## src/rtl/hpfPkg.sv

```systemverilog
package hpfPkg;
  localparam int SHIFT_W = 5;

  typedef struct packed {
    logic                 load;   // take a sample this cycle
    logic                 track;  // also update the offset estimate
    logic [SHIFT_W-1:0]   shift;  // coefficient shift for this sample
  } hpfStrobe_t;
endpackage

```

## src/rtl/hpfCtrl.sv

```systemverilog
module hpfCtrl
  import hpfPkg::*;
#(
  parameter int MODES = 4,
  parameter int MAX_SHIFT = 12,
  parameter logic [MODES*SHIFT_W-1:0] MODE_SHIFTS = {MODES{5'd6}},
  localparam int MODE_W = $clog2(MODES)
) (
  input  logic              clk,
  input  logic              rstN,
  input  logic              inValid,
  input  logic              trackN,
  input  logic [MODE_W-1:0] speedMode,
  output hpfStrobe_t        strobes
);
  logic [SHIFT_W-1:0] shiftTable [MODES];

  for (genvar m = 0; m < MODES; m++) begin : g_table
    assign shiftTable[m] = MODE_SHIFTS[m*SHIFT_W +: SHIFT_W];
  end

  always_comb begin
    strobes.load  = inValid;
    strobes.track = inValid & ~trackN;
    strobes.shift = shiftTable[speedMode];
  end

  // every shift used for a sample leaves room in the fractional bits
  a_r6_shift_legal: assert property (@(posedge clk) disable iff (!rstN)
    strobes.load |-> (int'(strobes.shift) <= MAX_SHIFT));
endmodule

```

## src/rtl/hpfDatapath.sv

```systemverilog
module hpfDatapath
  import hpfPkg::*;
#(
  parameter int DATA_W = 24,
  parameter int FRAC_W = 12,
  localparam int ACC_W = DATA_W + FRAC_W + 1
) (
  input  logic              clk,
  input  logic              rstN,
  input  hpfStrobe_t        strobes,
  input  logic [DATA_W-1:0] inSample,
  output logic              outValid,
  output logic [DATA_W-1:0] outSample
);
  logic signed [ACC_W-1:0]  accQ;
  logic signed [ACC_W-1:0]  xScaled;
  logic signed [ACC_W:0]    deltaW;
  logic signed [ACC_W:0]    stepW;
  logic signed [ACC_W-1:0]  accNext;
  logic signed [DATA_W:0]   offsetEst;
  logic signed [DATA_W+1:0] diffW;
  logic [DATA_W-1:0]        satVal;
  logic                     inRange;

  always_comb begin
    xScaled   = {inSample[DATA_W-1], inSample, {FRAC_W{1'b0}}};
    deltaW    = {xScaled[ACC_W-1], xScaled} - {accQ[ACC_W-1], accQ};
    stepW     = deltaW >>> strobes.shift;
    accNext   = accQ + stepW[ACC_W-1:0];
    offsetEst = accQ[ACC_W-1:FRAC_W];
    diffW     = {{2{inSample[DATA_W-1]}}, inSample} - {offsetEst[DATA_W], offsetEst};
    inRange   = (diffW[DATA_W+1:DATA_W-1] == 3'b000) || (diffW[DATA_W+1:DATA_W-1] == 3'b111);
    if (inRange)               satVal = diffW[DATA_W-1:0];
    else if (diffW[DATA_W+1])  satVal = {1'b1, {(DATA_W-1){1'b0}}};
    else                       satVal = {1'b0, {(DATA_W-1){1'b1}}};
  end

  always_ff @(posedge clk or negedge rstN) begin
    if (!rstN) begin
      accQ      <= '0;
      outValid  <= 1'b0;
      outSample <= '0;
    end else begin
      outValid <= strobes.load;
      if (strobes.load) outSample <= satVal;
      if (strobes.track) accQ <= accNext;
    end
  end

  // output strobe follows the input strobe by one cycle
  a_r2_valid_follow: assert property (@(posedge clk) disable iff (!rstN)
    strobes.load |=> outValid);
  a_r2_valid_quiet: assert property (@(posedge clk) disable iff (!rstN)
    !strobes.load |=> (!outValid && $stable(outSample)));
  // without a tracking strobe the estimate does not move
  a_r5_frozen: assert property (@(posedge clk) disable iff (!rstN)
    !strobes.track |=> $stable(accQ));
  // an update never moves the estimate away from the sample
  a_r4_toward_up: assert property (@(posedge clk) disable iff (!rstN)
    (strobes.track && (xScaled >= accQ)) |=> (accQ >= $past(accQ)));
  a_r4_toward_down: assert property (@(posedge clk) disable iff (!rstN)
    (strobes.track && (xScaled <= accQ)) |=> (accQ <= $past(accQ)));
  // results beyond the range clip to the limits
  a_r7_clip_high: assert property (@(posedge clk) disable iff (!rstN)
    (strobes.load && !diffW[DATA_W+1] && diffW[DATA_W-1]) |=>
      (outSample == {1'b0, {(DATA_W-1){1'b1}}}));
  a_r7_clip_low: assert property (@(posedge clk) disable iff (!rstN)
    (strobes.load && diffW[DATA_W+1] && !diffW[DATA_W-1]) |=>
      (outSample == {1'b1, {(DATA_W-1){1'b0}}}));
endmodule

```

## src/rtl/dcTrimFilter.sv

```systemverilog
module dcTrimFilter
  import hpfPkg::*;
#(
  parameter int DATA_W = 24,
  parameter int MODES = 4,
  parameter int MAX_SHIFT = 12,
  parameter logic [MODES*SHIFT_W-1:0] MODE_SHIFTS = {MODES{5'd6}},
  localparam int MODE_W = $clog2(MODES)
) (
  input  logic              clk,
  input  logic              rstN,
  input  logic              inValid,
  input  logic [DATA_W-1:0] inSample,
  input  logic              trackN,
  input  logic [MODE_W-1:0] speedMode,
  output logic              outValid,
  output logic [DATA_W-1:0] outSample
);
  hpfStrobe_t strobes;

  hpfCtrl #(.MODES(MODES), .MAX_SHIFT(MAX_SHIFT), .MODE_SHIFTS(MODE_SHIFTS)) uCtrl (
    .clk(clk), .rstN(rstN), .inValid(inValid), .trackN(trackN),
    .speedMode(speedMode), .strobes(strobes)
  );

  hpfDatapath #(.DATA_W(DATA_W), .FRAC_W(MAX_SHIFT)) uData (
    .clk(clk), .rstN(rstN), .strobes(strobes), .inSample(inSample),
    .outValid(outValid), .outSample(outSample)
  );
endmodule

```

## config.mk

```make
export PLATFORM = sky130hd
export DESIGN_NAME = dcTrimFilter
export DESIGN_NICKNAME = d
export VERILOG_FILES = /design/src/rtl/hpfPkg.sv /design/src/rtl/hpfCtrl.sv /design/src/rtl/hpfDatapath.sv /design/src/rtl/dcTrimFilter.sv
export SDC_FILE = /design/constraint.sdc
export NUM_CORES = 1
export LEC_CHECK = 0
export BUFFER_PORTS_ARGS = -buffer_cell sky130_fd_sc_hd__buf_2
export CAP_MARGIN = 0
export CORE_MARGIN = 4
export CORE_UTILIZATION = 55
export DETAILED_ROUTE_END_ITERATION = 8
export PLACE_DENSITY = 0.83
export SETUP_SLACK_MARGIN = 0.3
export SLEW_MARGIN = 20
export SYNTH_ARGS = -nofsm -noshare
export SYNTH_HDL_FRONTEND = slang
export SYNTH_SLANG_ARGS = --single-unit
export TNS_END_PERCENT = 10
```

## constraint.sdc

```tcl
create_clock -name clk -period 5.31 [get_ports clk]
set_clock_uncertainty 0.05 [all_clocks]
set_input_delay 0 -clock clk [delete_from_list [all_inputs] [get_ports clk]]
set_output_delay 0 -clock clk [all_outputs]
set_load 0.02 [all_outputs]
```

# --- After elaboration in Yosys (flattened, before gate mapping) ---
# Index checks and enable logic that the tools add are counted.
# Widths: inputs -> output; s select.
totals:
  reg_bits: 62
  input_bits: 30
classes:
  add_sub_neg: 3
  order_cmp: 1
  n_eq_ne: 1
  shifts: 1
  muxes: 5
  bitwise_logic: 3
  n_reduce_logical: 2
ops:
  columns: ["op", "n"]
  rows:
  - ["$mux 24", 2]
  - ["$sshr 38x5->37", 1]
  - ["$sub 36x37->38", 1]
  - ["$add 37x37->37", 1]
  - ["$sub 24x25->26", 1]
  - ["$bmux 5 s2", 1]
  - ["$mux 5", 2]
  - ["$eq 3x3->1 const B", 1]
  - ["$ge 3x3->1 const B", 1]
  - ["$logic_not 3->1", 1]
  - ["$not 2->3", 1]
  - ["$and 1x1->1", 1]
  - ["$logic_or 1x1->1", 1]
  - ["$not 1->1", 1]

# --- Longest topological paths before layout ---
logic_depth:
  word_depth: 6
  depth_mapped: 20

# --- Cells and area by module ---
# Synthesis repeated with hierarchy kept, for this count alone.
hier_totals:
  cells_unflattened: 1354
  hier_area_um2: 10558.9
modules_own_cells:
  columns: ["module", "instances", "cells_each", "area_each_um2", "seq_area_each_um2"]
  rows:
  - ["hpfDatapath", 1, 1345, 10492.6, 1551.5]
  - ["hpfCtrl", 1, 9, 66.3, 0.0]

# --- Worst setup path after synthesis ---
# Ideal clock, no wire load.
synth_path:
  path_type: "register to register"
  from: "register uData.accQ[7]"
  to: "register uData.accQ[31]"
  arrival_ns: 3.959
  path_slack_ns: 1.163
  stages_incl_launch_ff: 17
  synth_period_minus_slack_ns: 4.147
  path_cell_list: "dfrtp_1 -> nor4_1 -> a41oi_1 -> o21ba_2 -> o21ai_1 -> a21oi_1 -> o21ai_0 -> xnor2_1 -> ha_1 -> clkbuf_1 -> and2_1 -> a311o_1 -> a2111o_1 -> o31ai_4 -> or3_1 -> a211o_1 -> o221ai_1"
synth_via:
  elab_chain_len: 3
synth_rtl:
  columns: ["element", "line", "text"]
  rows:
  - ["start, declared", "hpfDatapath.sv:15", "logic signed [ACC_W-1:0] accQ;"]
  - ["start signal, assigned", "hpfDatapath.sv:46", "if (strobes.track) accQ <= accNext;"]
  - ["$sub 36x37->38", "hpfDatapath.sv:27", "deltaW = {xScaled[ACC_W-1], xScaled} - {accQ[ACC_W-1], accQ};"]
  - ["$sshr 38x5->37", "hpfDatapath.sv:28", "stepW = deltaW >>> strobes.shift;"]
  - ["$add 37x37->37 *", "hpfDatapath.sv:29", "accNext = accQ + stepW[ACC_W-1:0];"]
# Every way passes the cells marked *; elsewhere a longest branch is shown, timed or not.
# A chain may end at the register's enable or synchronous reset.

# --- Worst setup path after layout ---
layout_path:
  from: "register uData.accQ[24]"
  to: "register uData.accQ[30]"
# Same word-level chain as after synthesis.

==> results.md <==
- TritonRoute pass-1 iters: 7
- CP startpoint kind: register
- IO Count: 55
- Crit path DAT: 4870 ps
- Largest net degree at the start of global routing: 70
- Die Y: 117.4 µm
- Layout area overhead: 8.701%
- Grt total ovfl: 0
- Nets: 963
- Clock Pin Slew Worst Setup and Hold Paths: 50 ps
- Worst-Skew Late Latency: 340 ps
- Total die area: 13,790 µm²
- Final setup vio count: 0
- Mapped Cells: 838
- Syn nets: 934
- Port Buffers: 52
- Drt initial violations: 496
- Post CTS Setup Buffer Count: 0
- H-tree depth: 3
- Initial Utilization: 0.5695
- Synth warn: 0
- Max_slew headroom: 0.3973
- Final period demand of the worst path: 4728 ps
- CP max FO: 8
- Slowest stage cell, crit path: a2111oi_0
- Final Hold Vio Count: 0
- FMAX: 211.5 MHz
- Post-synthesis sequential area ratio: 0.2356
- Overall Global Routing Usage: 0.2555
- Pins Over Slew Limit: 0
- Number of CTS-inserted buffers: 9
- First-pass GRT wire length: 29,290 µm
- Worst slew pin tran: 900.7 ps
- Antenna-violating nets left: 0
- Post-layout util: 0.6191
- Routed WL per cell: 17.39 µm
- Fraction of registers with async set or reset after synthesis: 1.000
- Routed wire length: 17,620 µm
- Worst path cell trace: inv_1, ha_1, a21oi_1, o21ai_1, o21bai_1, a2111oi_0, o22ai_1, xor2_1, ha_1, and2_1, and3_1, a211oi_1, a21oi_1, xnor2_1, o21ai_0
- Multi-input gate area: 4674 µm²
- Crit path buf inv count: 1
- Fraction of layout cells with a size suffix above 1: 0.1092
- Final Wtd Congestion: 1.007
- Final TNS setup: 0 ps
- Routed vias/inst: 6.271
- Fillers: 1,023
- Final Cycle Share: 0.8904
- Worst Hold Class: primary input to register
- Yosys reg bits: 62
- Delay-heaviest family, CP: compound AO/OA/AOI/OAI gates
- Max_cap viols: 0
- Vias: 6,353
- Initial antenna violation count: 0
- WP data required: 5450 ps
- Register Area: 1551 µm²
- Post-Syn Area: 6586 µm²
- DRC viols: 0
- Chip width: 117.4 µm
- HPWL after DPL: 13,570 µm
- Unique masters post-synth: 73
- Root Driver: clkbuf_16
- CTS tree: built
- ANT cells: 0
- Number of synthesized flops with an enable pin: 0
- RSZ-0062 raised after global routing: no
- Worst Setup End Kind: register
- Status: completed
- WS Path Type: register to register
- Max clock buf depth: 2
- Largest stage delay, worst path: 640 ps
- Clk sink count: 62
- Avg Cell Area, Syn: 7.860 µm²
- Top FF cell, synth: dfrtp_1
- Vias in the first global route: 6,110
- Core area: 11,560 µm²
- Row Count: 39
==> layout make-up <==
| class | instances | share of cell area |
|---|---|---|
| multi-input combinational | 687 | 0.6529 |
| sequential | 62 | 0.2167 |
| clock inverter | 2 | 0.001398 |
| inverter | 48 | 0.02517 |
| tap | 143 | 0.02499 |
| timing repair buffer | 59 | 0.04439 |
| clock buffer | 12 | 0.03443 |
==> cell usage in the layout, fill, tap and decap left out, types with 4 or more instances in the layout <==
cell and count:
o41ai_1 5, xnor2_1 42, o21bai_1 8, buf_4 5, or2_2 4, o211ai_1 10
o311ai_1 21, a31oi_1 7, nand4_1 23, a21o_1 24, a21boi_0 6, and2_1 6
nand2_1 116, a21oi_1 65, or3_1 5, a211oi_1 12, nor2_1 50, buf_2 52
o21ai_0 68, ha_1 64, nor3_1 14, o21ai_1 7, clkbuf_16 9, inv_1 47
nand3_1 15, dfrtp_1 62, and3_1 6, xor2_1 39
==> cells in the mapped netlist, drive strengths merged (3+ instances only) <==
library cell  count  share of area
o221ai            3         0.0059
and3              6         0.0057
nand2b            4         0.0038
mux2i             3         0.0046
buf              19          0.018
and2              7         0.0070
ha               64           0.12
or2               4         0.0038
a22oi             3         0.0055
o21ai            75          0.057
xnor2            42          0.056
o22ai             3         0.0028
o41ai             5         0.0066
dfrtp            62           0.24
nor2             50          0.028
nand3            16          0.013
nand4            23          0.022
o311ai           22          0.029
a21oi            66          0.051
xor2             39          0.052
a21o             25          0.030
o21a              4         0.0057
nor3             14          0.011
clkbuf           22          0.013
nand2           116          0.066
inv              48          0.027
or4               3         0.0034
or3               5         0.0047
a21boi            7         0.0080
a2111oi           4         0.0055
o211ai           10          0.011
o31ai             4         0.0066
nor4              5         0.0057
a211oi           12          0.014
o21bai            8         0.0091
a31oi             8         0.0085
==> cell families after synthesis <==
group           Yosys count  synth area share
fa+ha+maj                66            0.1277
xor+xnor                 81            0.1077
buf+inv                  89           0.05794
simple gates            260            0.1828
mux                       3          0.004559
compound gates          277            0.2838
flops                    62            0.2356
==> worst paths after layout <==
| kind | from | to | slack [ps] | cells past startpoint |
|---|---|---|---|---|
| worst max-delay path | uData.accQ[24] | uData.accQ[30] | 580 | 15 |
| worst min-delay path | inSample[1] | uData.outSample[1] | 100 | 4 |
| worst max register to register | uData.accQ[24] | uData.accQ[30] | 580 | 15 |
| worst min register to register | uData.outSample[23] | uData.outSample[23] | 420 | 1 |
| max in group asynchronous | rstN | uData.accQ[35] | 4370 | 3 |
| min in group asynchronous | rstN | uData.outSample[4] | 320 | 3 |
==> flip-flops by register name (all words and copies together) (netlist names) <==
register and flops:
uData.outValid 1, uData.outSample 24, uData.accQ 37
==> worst register-to-register path: cells and delay by family (launching register included) <==
family | cells | cell delay (ps)
and+or+nand+nor | 2 | 400
DFF | 1 | 380
adders and majority gates | 2 | 750
buffers and inverters | 1 | 60
AOI/OAI and AO/OA | 8 | 2410
xor gates and xnor gates | 2 | 540
==> repair_timing <==
action / in CTS / in global routing
endpoints found under the setup margin: 0 / 5
resized for setup: 0 / 3
hold endpoints to repair: 63 / 0
hold buffers: 2 / 0
==> routing by layer <==
metal  share of wire  up-vias  track usage
li1                -     3124            -
met1            0.43     2960       0.3253
met2            0.47      215       0.4227
met3           0.052       54      0.04331
met4           0.043        0       0.1210
met5               0        -            0
==> stage by stage <==
step / worst slack, ps / area [µm²] / hold slack [ps] / instances
after global routing: 340.6 / 7159 / 163.2 / 1013
after detailed placement: 518.8 / 6864 / 167.1 / 997
after CTS: 489.6 / 7141 / 102.6 / 1013
after floorplan: 1163 / 6586 / -345.6 / 838
after global placement: 669.5 / 6864 / 164.0 / 997
final: 582.1 / 7159 / 95.76 / 1013
Power is not shown: default switching activity piles up to over one toggle a cycle in this logic, so the estimate is an artifact.
